`src/rtl/bcond_pkg.sv`:
```
package bcond_pkg;

  localparam int unsigned NUM_TERMS = 8;
  localparam int unsigned SEL_W     = $clog2(NUM_TERMS);
  localparam int unsigned CLASS_W   = 3;

  typedef enum logic [CLASS_W-1:0] {
    CLS_PLAIN = 3'd0,
    CLS_ALU   = 3'd1,
    CLS_CMP   = 3'd2,
    CLS_PSTEP = 3'd3,
    CLS_LUT   = 3'd4,
    CLS_RETC  = 3'd5,
    CLS_RSV6  = 3'd6,
    CLS_RSV7  = 3'd7
  } inst_class_e;

  typedef struct packed {
    logic v;
    logic n;
    logic z;
    logic c;
  } flags_t;

endpackage

```
`src/rtl/bcond_flag_reg.sv`:
```
module bcond_flag_reg
  import bcond_pkg::*;
(
  input  logic               clk,
  input  logic               rst_n,
  input  logic               upd_valid,
  input  logic [CLASS_W-1:0] upd_class,
  input  flags_t             upd_flags,
  input  logic               ret_set,
  output flags_t             flags_q
);

  flags_t flags_d;
  logic   wr_all;
  logic   wr_carry;

  always_comb begin
    wr_all   = 1'b0;
    wr_carry = 1'b0;
    if (upd_valid) begin
      unique case (upd_class)
        CLS_ALU, CLS_CMP, CLS_PSTEP: wr_all   = 1'b1;
        CLS_RETC:                    wr_carry = 1'b1;
        default:                     ;
      endcase
    end
  end

  always_comb begin
    flags_d = flags_q;
    if (wr_all) begin
      flags_d = upd_flags;
    end else if (wr_carry) begin
      flags_d.c = ret_set;
    end
  end

  always_ff @(posedge clk or negedge rst_n) begin
    if (!rst_n) begin
      flags_q <= '0;
    end else if (wr_all || wr_carry) begin
      flags_q <= flags_d;
    end
  end

  AST_WRITER_LOADS: assert property (@(posedge clk) disable iff (!rst_n)
    (upd_valid && (upd_class == CLS_ALU || upd_class == CLS_CMP || upd_class == CLS_PSTEP))
    |=> (flags_q == $past(upd_flags)));

  AST_NONWRITER_HOLDS: assert property (@(posedge clk) disable iff (!rst_n)
    (!upd_valid || upd_class == CLS_PLAIN || upd_class == CLS_LUT ||
     upd_class == CLS_RSV6 || upd_class == CLS_RSV7)
    |=> $stable(flags_q));

  AST_RET_CARRY_ONLY: assert property (@(posedge clk) disable iff (!rst_n)
    (upd_valid && upd_class == CLS_RETC)
    |=> (flags_q.c == $past(ret_set)) && $stable(flags_q.z) &&
        $stable(flags_q.n) && $stable(flags_q.v));

endmodule

```
`src/rtl/bcond_term_mux.sv`:
```
module bcond_term_mux
  import bcond_pkg::*;
(
  input  flags_t           flags,
  input  logic [SEL_W-1:0] sel,
  input  logic             inv,
  output logic             result
);

  logic [NUM_TERMS-1:0] terms;
  logic [NUM_TERMS-1:0] hit;
  logic                 picked;

  always_comb begin
    terms    = '0;
    terms[0] = flags.z;
    terms[1] = flags.c;
    terms[2] = flags.n;
    terms[3] = flags.v;
    terms[4] = flags.n ^ flags.v;
    terms[5] = (flags.n ^ flags.v) | flags.z;
    terms[6] = 1'b1;
    terms[7] = 1'b0;
  end

  for (genvar i = 0; i < NUM_TERMS; i++) begin : g_pick
    assign hit[i] = (sel == SEL_W'(i)) & terms[i];
  end

  assign picked = |hit;
  assign result = picked ^ inv;

endmodule

```
`src/rtl/bcond_eval.sv`:
```
module bcond_eval
  import bcond_pkg::*;
(
  input  logic       clk,
  input  logic       rst_n,
  input  logic       upd_valid,
  input  logic [2:0] upd_class,
  input  logic [3:0] upd_flags,
  input  logic       ret_set,
  input  logic       eval_strobe,
  input  logic [2:0] cond_sel,
  input  logic       cond_inv,
  output logic       taken,
  output logic       taken_vld
);

  flags_t flags_q;
  logic   decision;
  logic   taken_d;
  logic   vld_d;

  bcond_flag_reg u_flags (
    .clk       (clk),
    .rst_n     (rst_n),
    .upd_valid (upd_valid),
    .upd_class (upd_class),
    .upd_flags (flags_t'(upd_flags)),
    .ret_set   (ret_set),
    .flags_q   (flags_q)
  );

  bcond_term_mux u_mux (
    .flags  (flags_q),
    .sel    (cond_sel),
    .inv    (cond_inv),
    .result (decision)
  );

  always_comb begin
    taken_d = taken;
    vld_d   = eval_strobe;
    if (eval_strobe) begin
      taken_d = decision;
    end
  end

  always_ff @(posedge clk or negedge rst_n) begin
    if (!rst_n) begin
      taken     <= 1'b0;
      taken_vld <= 1'b0;
    end else begin
      taken     <= taken_d;
      taken_vld <= vld_d;
    end
  end

  AST_VLD_AFTER_STROBE: assert property (@(posedge clk) disable iff (!rst_n)
    eval_strobe |=> taken_vld);

  AST_HOLD_NO_STROBE: assert property (@(posedge clk) disable iff (!rst_n)
    !eval_strobe |=> (!taken_vld && $stable(taken)));

  AST_ALWAYS_TAKEN: assert property (@(posedge clk) disable iff (!rst_n)
    (eval_strobe && cond_sel == 3'd6 && !cond_inv) |=> taken);

  AST_NEVER_TAKEN: assert property (@(posedge clk) disable iff (!rst_n)
    (eval_strobe && cond_sel == 3'd7 && !cond_inv) |=> !taken);

endmodule

```
`config.mk`:
```
export PLATFORM = sky130hd
export DESIGN_NAME = bcond_eval
export DESIGN_NICKNAME = d
export VERILOG_FILES = /design/src/rtl/bcond_pkg.sv /design/src/rtl/bcond_flag_reg.sv /design/src/rtl/bcond_term_mux.sv /design/src/rtl/bcond_eval.sv
export SDC_FILE = /design/constraint.sdc
export NUM_CORES = 1
export LEC_CHECK = 0
export ABC_AREA = 1
export BUFFER_PORTS_ARGS = -buffer_cell sky130_fd_sc_hd__buf_4
export CAP_MARGIN = 20
export CORE_AREA = 10 10 47 49
export DETAILED_ROUTE_END_ITERATION = 8
export DIE_AREA = 0 0 57 59
export SLEW_MARGIN = 20
export SYNTH_ARGS = -nofsm -noshare
export SYNTH_HDL_FRONTEND = slang
export SYNTH_SLANG_ARGS = --single-unit
```
`constraint.sdc`:
```
create_clock -name clk -period 1 [get_ports clk]
set_input_delay 0.15 -clock clk [delete_from_list [all_inputs] [get_ports clk]]
set_output_delay 0.15 -clock clk [all_outputs]
set_load 0.005 [all_outputs]
```
==> Word level (Yosys, flattened, before mapping) <==
Cells that the tools add are included.
{ "totals": {"register_bits": 6, "inputBits": 16, "out_inout_bits": 2} }
{ "op_classes": {"eq_ne": 10, "mux": 6, "bitwise_logic": 9, "n_reduce_logical": 7} }
{ "op_table": {"columns": ["op", "n"], "rows": [
  ["== test 3 x 2 -> 1 bit, second input constant", 4],
  ["== test 3 bit, second input constant", 4],
  ["OR reduction 7 bit", 1],
  ["bitwise AND 1 bit", 6],
  ["== test 3 x 1 -> 1 bit, second input constant", 2],
  ["two-way mux 1 bit", 6],
  ["AND reduction 2 bit", 2],
  ["zero test 3 bit", 1],
  ["OR reduction 3 bit", 1],
  ["nonzero test 2 bit", 1],
  ["bitwise XOR 1 bit", 2],
  ["logical OR 1 bit", 1],
  ["bitwise OR 1 bit", 1]
]} }

==> Depth between registers and ports, before layout <==
Gate-level depths: netlist (run 1).
{ "logic_depth": {"ltp_word": 6, "depth_mapped": 9, "mapped_depth_nobuf": 9} }

==> By module <==
Synthesis (run 1) repeated with hierarchy kept, for this count alone.
{ "hier_totals": {"hier_cells": 59, "hier_area_um2": 387.9} }
{ "modules_own_cells": {"columns": ["mod", "n_inst", "cells_each", "area_each_um2"], "rows": [
  ["bcond_flag_reg", 1, 30, 224.0],
  ["bcond_term_mux", 1, 23, 98.8],
  ["bcond_eval", 1, 6, 65.1]
]} }

==> Worst setup path before layout (run 1) <==
OpenSTA, ideal clock, no wires.
{ "synth_path": {"path_type": "reg-to-reg", "startpoint": "register u_flags.flags_q[3] (netlist name)", "endpoint": "register taken", "setup_time_ps": 117, "arrival_ps": 807, "required_ps": 883, "slack_ps": 76, "stages_incl_launch_ff": 9, "n_path_buf": 0, "path_cell_list": "dfrtp_1 > inv_1 > nand2_1 > o211ai_1 > nand2_1 > nand2_1 > nand2_1 > nand3_1 > nand2_1"} }
{ "synth_between": {"elab_chain_len": 5} }
{ "synth_rtl": {"columns": ["item", "line_no", "text"], "rows": [
  ["bitwise XOR 1 bit", "bcond_term_mux.sv:20, bcond_term_mux.sv:21", null],
  ["bitwise OR 1 bit", "bcond_term_mux.sv:21", "terms[5] = (flags.n ^ flags.v) | flags.z;"],
  ["bitwise AND 1 bit", "bcond_term_mux.sv:27", "assign hit[i] = (sel == SEL_W'(i)) & terms[i];"],
  ["OR reduction 7 bit *", "bcond_term_mux.sv:30", "assign picked = |hit;"],
  ["bitwise XOR 1 bit *", "bcond_term_mux.sv:31", "assign result = picked ^ inv;"],
  ["end signal: assignment", "bcond_eval.sv:52", "taken <= taken_d;"],
  ["end: declaration", "bcond_eval.sv:13", "output logic taken,"]
]} }
Mark *: on every way between the ends. The rest lies on a longest branch, timed or not.
A chain may end at the register's enable or synchronous reset.

==> Worst setup path after layout (run 1) <==
{ "layout_path": {"startpoint": "register u_flags.flags_q[1] (netlist name)", "endpoint": "register taken"} }
{ "layout_between": {"elab_chain_len": 4} }
{ "layout_rtl": {"columns": ["item", "line_no"], "rows": [
  ["bitwise OR 1 bit", "bcond_term_mux.sv:21"],
  ["bitwise AND 1 bit", "bcond_term_mux.sv:27"],
  ["OR reduction 7 bit *", "bcond_term_mux.sv:30"],
  ["bitwise XOR 1 bit *", "bcond_term_mux.sv:31"]
]} }
Marks and branches as above.

==> metrics.cfg, run 1 <==
[yosys]
syn_area_um2 = 348
synth_edf_count = 0
synth_commonest_cells = nand2_1, inv_1, nand3_1
synth_seq_cells = 6
yosysWarnings = 0
synth_nets = 62
synth_cell_types = 12
yosysTopAreaCell = dfrtp_1
ys_top_cells_by_area = dfrtp_1, nand2_1, nand3_1, inv_1, o211ai_4
syn_avg_cell_area_um2 = 7.56
ys_seq_area_share_pct = 43.2
async_reset_ff_share_pct = 100
yosysMostFrequentCell = nand2_1
ys.flop_type = dfrtp_1
synth_cells = 46
yosysTopAreaCellShare_pct = 43.2

[placed_design]
postPlaceCellArea_um2 = 518
dpl.cell_count = 82
dp_hpwl_um = 747
port_buffers = 17
place_congestion = 0.661
pre_cts_slack_ns = -0.0267

[critical_path]
r2r_setup_slack_ns = 0.0001
endpoint_kind = flip-flop
rr_worst_depth = 8
critPathMaxFanout = 3
cp-start-kind = flip-flop
cp.required_ns = 1.13
critical_path_class = reg -> reg
crit_arrival_ns = 1.13
r2r-start = u_flags.flags_q[1]
r2r-end = taken

[timing]
fmax_ghz = 1.00
rsz0062_at_grt = yes
hold_violations = 0
fin_ws_ns = 0.000101
drv_slew = 0
finClkSkew_ns = 0.00156
finalSetupTns_ns = 0
worstMarginPinSlew_ns = 0.193
hold_slack_ns = 0.0432
setup_viol = 0
max_slew_margin_pct = 87.1
finalCritPeriodShare_pct = 100
period_minus_slack_ns = 1.00

[clocking]
htree_levels = 1
clk_latency_ns = 0.24
clockBufferDepth = 2
cts_sinks = 6
cts_tree = built
cts-root-buf = clkbuf_4
cts_buffers = 3
clk_pin_slew_ns = 0.04

[layout]
drive_gt1_share_pct = 47.9
nets = 91
synthToLayoutAreaGrowth_pct = 70.1
design_area_um2 = 592
diodes = 0
finalNonFillerCells = 89

[pwr]
ir_worst_vdd_uv = 619
powerDensity_nw_per_um2 = 1270
p_leak_nw = 0.322

[detailed_routing]
drt_iter0_markers = 6
drt_wl_total_um = 890
wl_per_cell_um = 10.0
drc_errors = 0
via_count = 378
dr.pass1.iters = 2
vias_per_cell = 4.25
antenna_left = 0

[worst_hold_path]
min_to = taken_vld
hp-start = eval_strobe
min_path_type = in -> reg
hold_depth = 1

[grt]
grt_pass1_vias = 417
grt_overflow = 0
antenna_found_initial = 0
grt_max_degree = 7
grt.total_usage_pct = 5.80
grt_pass1_wl_um = 1620

[die]
core.rowCount = 14
start_util_pct = 24.8
core_um2 = 1400
ios = 18
die_area_um2 = 3360
dieHeight_um = 59
die_w_um = 57

[flow_run]
drv_cap = 0

[run_status]
status = finished, final reports clean

-- worst max-delay path by stage --
| stage | start | to | slack [ns] | cells after the start |
|---|---|---|---|---|
| 6_report | u_flags.flags_q[1] | taken | 0.0001 | 8 |
| 5_1_grt | u_flags.flags_q[2] | taken | -0.1 | 8 |
| 4_1_cts | u_flags.flags_q[3] | taken | -0.02 | 8 |
| 3_5_place_dp | u_flags.flags_q[3] | taken | -0.03 | 8 |
| 3_3_place_gp | u_flags.flags_q[2] | taken | -0.003 | 8 |
| 2_1_floorplan | u_flags.flags_q[3] | taken | 0.08 | 8 |
-- critical path, cell delays in order (launching register included) --
cell and delay, ns:
dfrtp_1 0.39, nand2_1 0.07, nor2_1 0.04, nor2_1 0.09, nand2_1 0.07, nand2_1 0.06, nand2_1 0.06, nand3_2 0.06
nand2_1 0.05
-- placed cells by master, fill, tap and decap left out --
cell           synthesis  layout
clkbuf_4               0       3
nor2_1                 4       4
inv_2                  1       3
nand2_1               11      11
a21oi_1                3       2
mux2_2                 1       1
o211ai_4               1       1
o211ai_1               1       1
buf_4                  0      23
nand3_2                0       3
inv_1                  8       6
nand3b_1               1       1
dfrtp_1                6       6
o21ai_0                2       2
nand3_1                7       4
dlygate4sd3_1          0       1
a21oi_2                0       1
-- routing by layer --
metal | vias to the layer above | global-route usage, % | share of wire, %
li1 | 203 | - | -
met1 | 163 | 6.33 | 46
met2 | 12 | 8.84 | 46
met3 | 0 | 3.22 | 8.9
met4 | 0 | 3.02 | 0
met5 | - | 0 | 0
-- through the flow --
| stage | power, mW | util (%) |
|---|---|---|
| floorplan | 0.382 | - |
| detailed placement | 0.492 | 37.0 |
| global placement | 0.489 | 37.0 |
| global route | 0.809 | 42.2 |
| finish | 0.749 | 42.2 |
| CTS | 0.742 | 40.4 |
-- sequential cells by signal, summed over array words and instances, names as in the netlist --
register / cells
taken: 1
taken_vld: 1
u_flags.flags_q: 4
-- logic make-up after synthesis --
kind of cell / after synthesis / synth area share (%)
and+or+nand+nor: 23 / 28.4
buffers and inverters: 9 / 9.71
AOI/OAI and AO/OA: 7 / 15.5
DFF: 6 / 43.2
muxes: 1 / 3.24
-- final cells by class --
class | count | area [um^2]
Sequential cell | 6 | 150
Clock buffer | 3 | 22.5
Fill cell | 149 | 810
Multi-Input combinational cell | 31 | 183
Tap cell | 16 | 20.0
Timing Repair Buffer | 24 | 183
Inverter | 9 | 33.8
-- power by group --
| group | switching (mW) | leakage (nW) | internal [mW] |
|---|---|---|---|
| registers | 0.0230 | 0.0688 | 0.278 |
| logic | 0.0949 | 0.239 | 0.137 |
| clock network | 0.0802 | 0.0138 | 0.135 |
| total | 0.198 | 0.322 | 0.551 |
-- repair_timing --
| item | CTS | global route |
|---|---|---|
| hold buffers | 1 | 0 |
| gates resized for setup | 1 | 5 |
| buffers inserted | 2 | 1 |
| pin swaps | 1 | 2 |
| hold endpoints to repair | 6 | 0 |
| endpoints found under the setup margin | 1 | 2 |
Note: power is estimated with default switching activity, not from simulation.
==> run 2, diff against run 1 <==
Settings changed: HOLD_SLACK_MARGIN set to 0.12, SLEW_MARGIN 20 to unset.
==> run 2 against run 1 <==
- the flow now finishes with violations (setup timing)
- design area up 1.7%
- sequential power about the same
- critical path depth is the same
- combinational power is 2% higher
- register-to-register slack about the same
- die area did not move
- clock power is essentially flat
- clock skew hardly changed
==> metrics.cfg, run 2 (synthesis results as in run 1) <==
[run_status]
status = complete, but fails checks
violations = setup timing

[layout]
nets = 92
layout.cells.most_common = buf_4
finalNonFillerCells = 90
largest_reg_flops = 4
diodes = 0
drive_gt1_share_pct = 47.3
synthToLayoutAreaGrowth_pct = 73.0
final_cell_mix = buf_4, nand2_1, inv_1, dfrtp_1
design_area_um2 = 602
regMostFlops = u_flags.flags_q
top_regs = u_flags.flags_q: 4 flops, taken: 1 flops, taken_vld: 1 flops
finish.utilization_pct = 42.9

[timing]
hold_violations = 0
fmax_ghz = 0.996
period_minus_slack_ns = 1.00
max_slew_margin_pct = 87.1
finalSetupTns_ns = -0.00384
finClkSkew_ns = 0.00156
hold_slack_ns = 0.144
fin_ws_ns = -0.00384
drv_slew = 0
worstMarginPinSlew_ns = 0.193
rsz0062_at_grt = yes
setup_viol = 1
finalCritPeriodShare_pct = 100

[placed_design]
postPlaceCellArea_um2 = 518
place_congestion = 0.661
pre_cts_slack_ns = -0.0267
dp_hpwl_um = 747
dpl.cell_count = 82
port_buffers = 17

[pwr]
ir_worst_vdd_uv = 621
powerDensity_nw_per_um2 = 1250
p_total_mw = 0.753
p_leak_nw = 0.326

[critical_path]
crit_buf_inv = 0
r2r_setup_slack_ns = -0.004
cp-start-kind = flip-flop
crit_start = u_flags.flags_q[1]
r2r-end = taken
slowest_stage = dfrtp_1
endpoint_kind = flip-flop
critical_path.cell_chain = nand2_1 -> nor2_1 -> nor2_1 -> nand2_1 -> nand2_1 -> nand2_1 -> nand3_2 -> nand2_1
critPathMaxFanout = 3
cp_top_family = simple AND/OR/NAND/NOR gates
rr_worst_depth = 8
cp.required_ns = 1.13
critical_path_class = reg -> reg
crit_top_cell = nand2_1
crit_arrival_ns = 1.13
r2r-start = u_flags.flags_q[1]
critPathMaxStageDelay_ns = 0.40

[detailed_routing]
wl_per_cell_um = 9.99
drc_errors = 0
antenna_left = 0
via_count = 378
drt_wl_total_um = 899
vias_per_cell = 4.20
dr.pass1.iters = 2
drt_iter0_markers = 5

[clocking]
clk_latency_ns = 0.24
cts_tree = built
clockBufferDepth = 2
cts_buffers = 3
cts_sinks = 6
cts-root-buf = clkbuf_4
htree_levels = 1
clk_pin_slew_ns = 0.04

[die]
start_util_pct = 24.8
core.rowCount = 14
core_um2 = 1400
dieHeight_um = 59
die_area_um2 = 3360
ios = 18
die_w_um = 57

[worst_hold_path]
hold_depth = 2
min_path_type = in -> reg
hp-start = upd_flags[1]
min_to = u_flags.flags_q[1]

[grt]
grt_max_degree = 7
grt.total_usage_pct = 5.85
grt_overflow = 0
antenna_found_initial = 0
grt_pass1_vias = 420
grt_pass1_wl_um = 1640

[flow_run]
drv_cap = 0

==> run 2: cell count changes in the layout (fill, tap and decap cells not counted), sizes merged <==
cell	before	now
dlygate4sd3	1	2
==> run 2: power breakdown <==
part	internal (mW)	switching, mW	total, mW	leakage, nW
Sequential	0.278	0.0233	0.302	0.0688
Combinational	0.140	0.0957	0.236	0.243
Clock	0.135	0.0801	0.215	0.0138
Total	0.554	0.199	0.753	0.326
==> run 2: cell type report <==
class,count,area [um^2]
Inverter,9,33.8
Fill cell,147,800
Timing Repair Buffer,25,193
Clock buffer,3,22.5
Sequential cell,6,150
Multi-Input combinational cell,31,183
Tap cell,16,20.0
==> run 2: per-layer routing <==
| layer | wire, um | up-vias | GRT usage, % |
|---|---|---|---|
| li1 | - | 205 | - |
| met1 | 420 | 161 | 6.45 |
| met2 | 400 | 12 | 8.84 |
| met3 | 79 | 0 | 3.22 |
| met4 | 0 | 0 | 3.02 |
| met5 | 0 | - | 0 |
==> run 2: worst max-delay path by stage <==
stage	endpoint	slack, ns	depth (start not counted)
final	taken	-0.004	8
after global routing	taken	-0.1	8
after CTS	taken	-0.02	8
after detailed placement	taken	-0.03	8
after global placement	taken	-0.003	8
after floorplan	taken	0.08	8
==> run 2: worst register-to-register path, delay by kind of cell (launching register included) <==
family / cells / cell delay [ns]
AND/OR/NAND/NOR: 8 / 0.51
flip-flops: 1 / 0.40
==> run 2: repair_timing <==
action,4_1_cts,5_1_grt
hold buffers,2,0
setup endpoints to repair,1,2
setup buffers,2,1
hold endpoints to repair,7,0
resized for setup,1,5
pin swaps,1,2
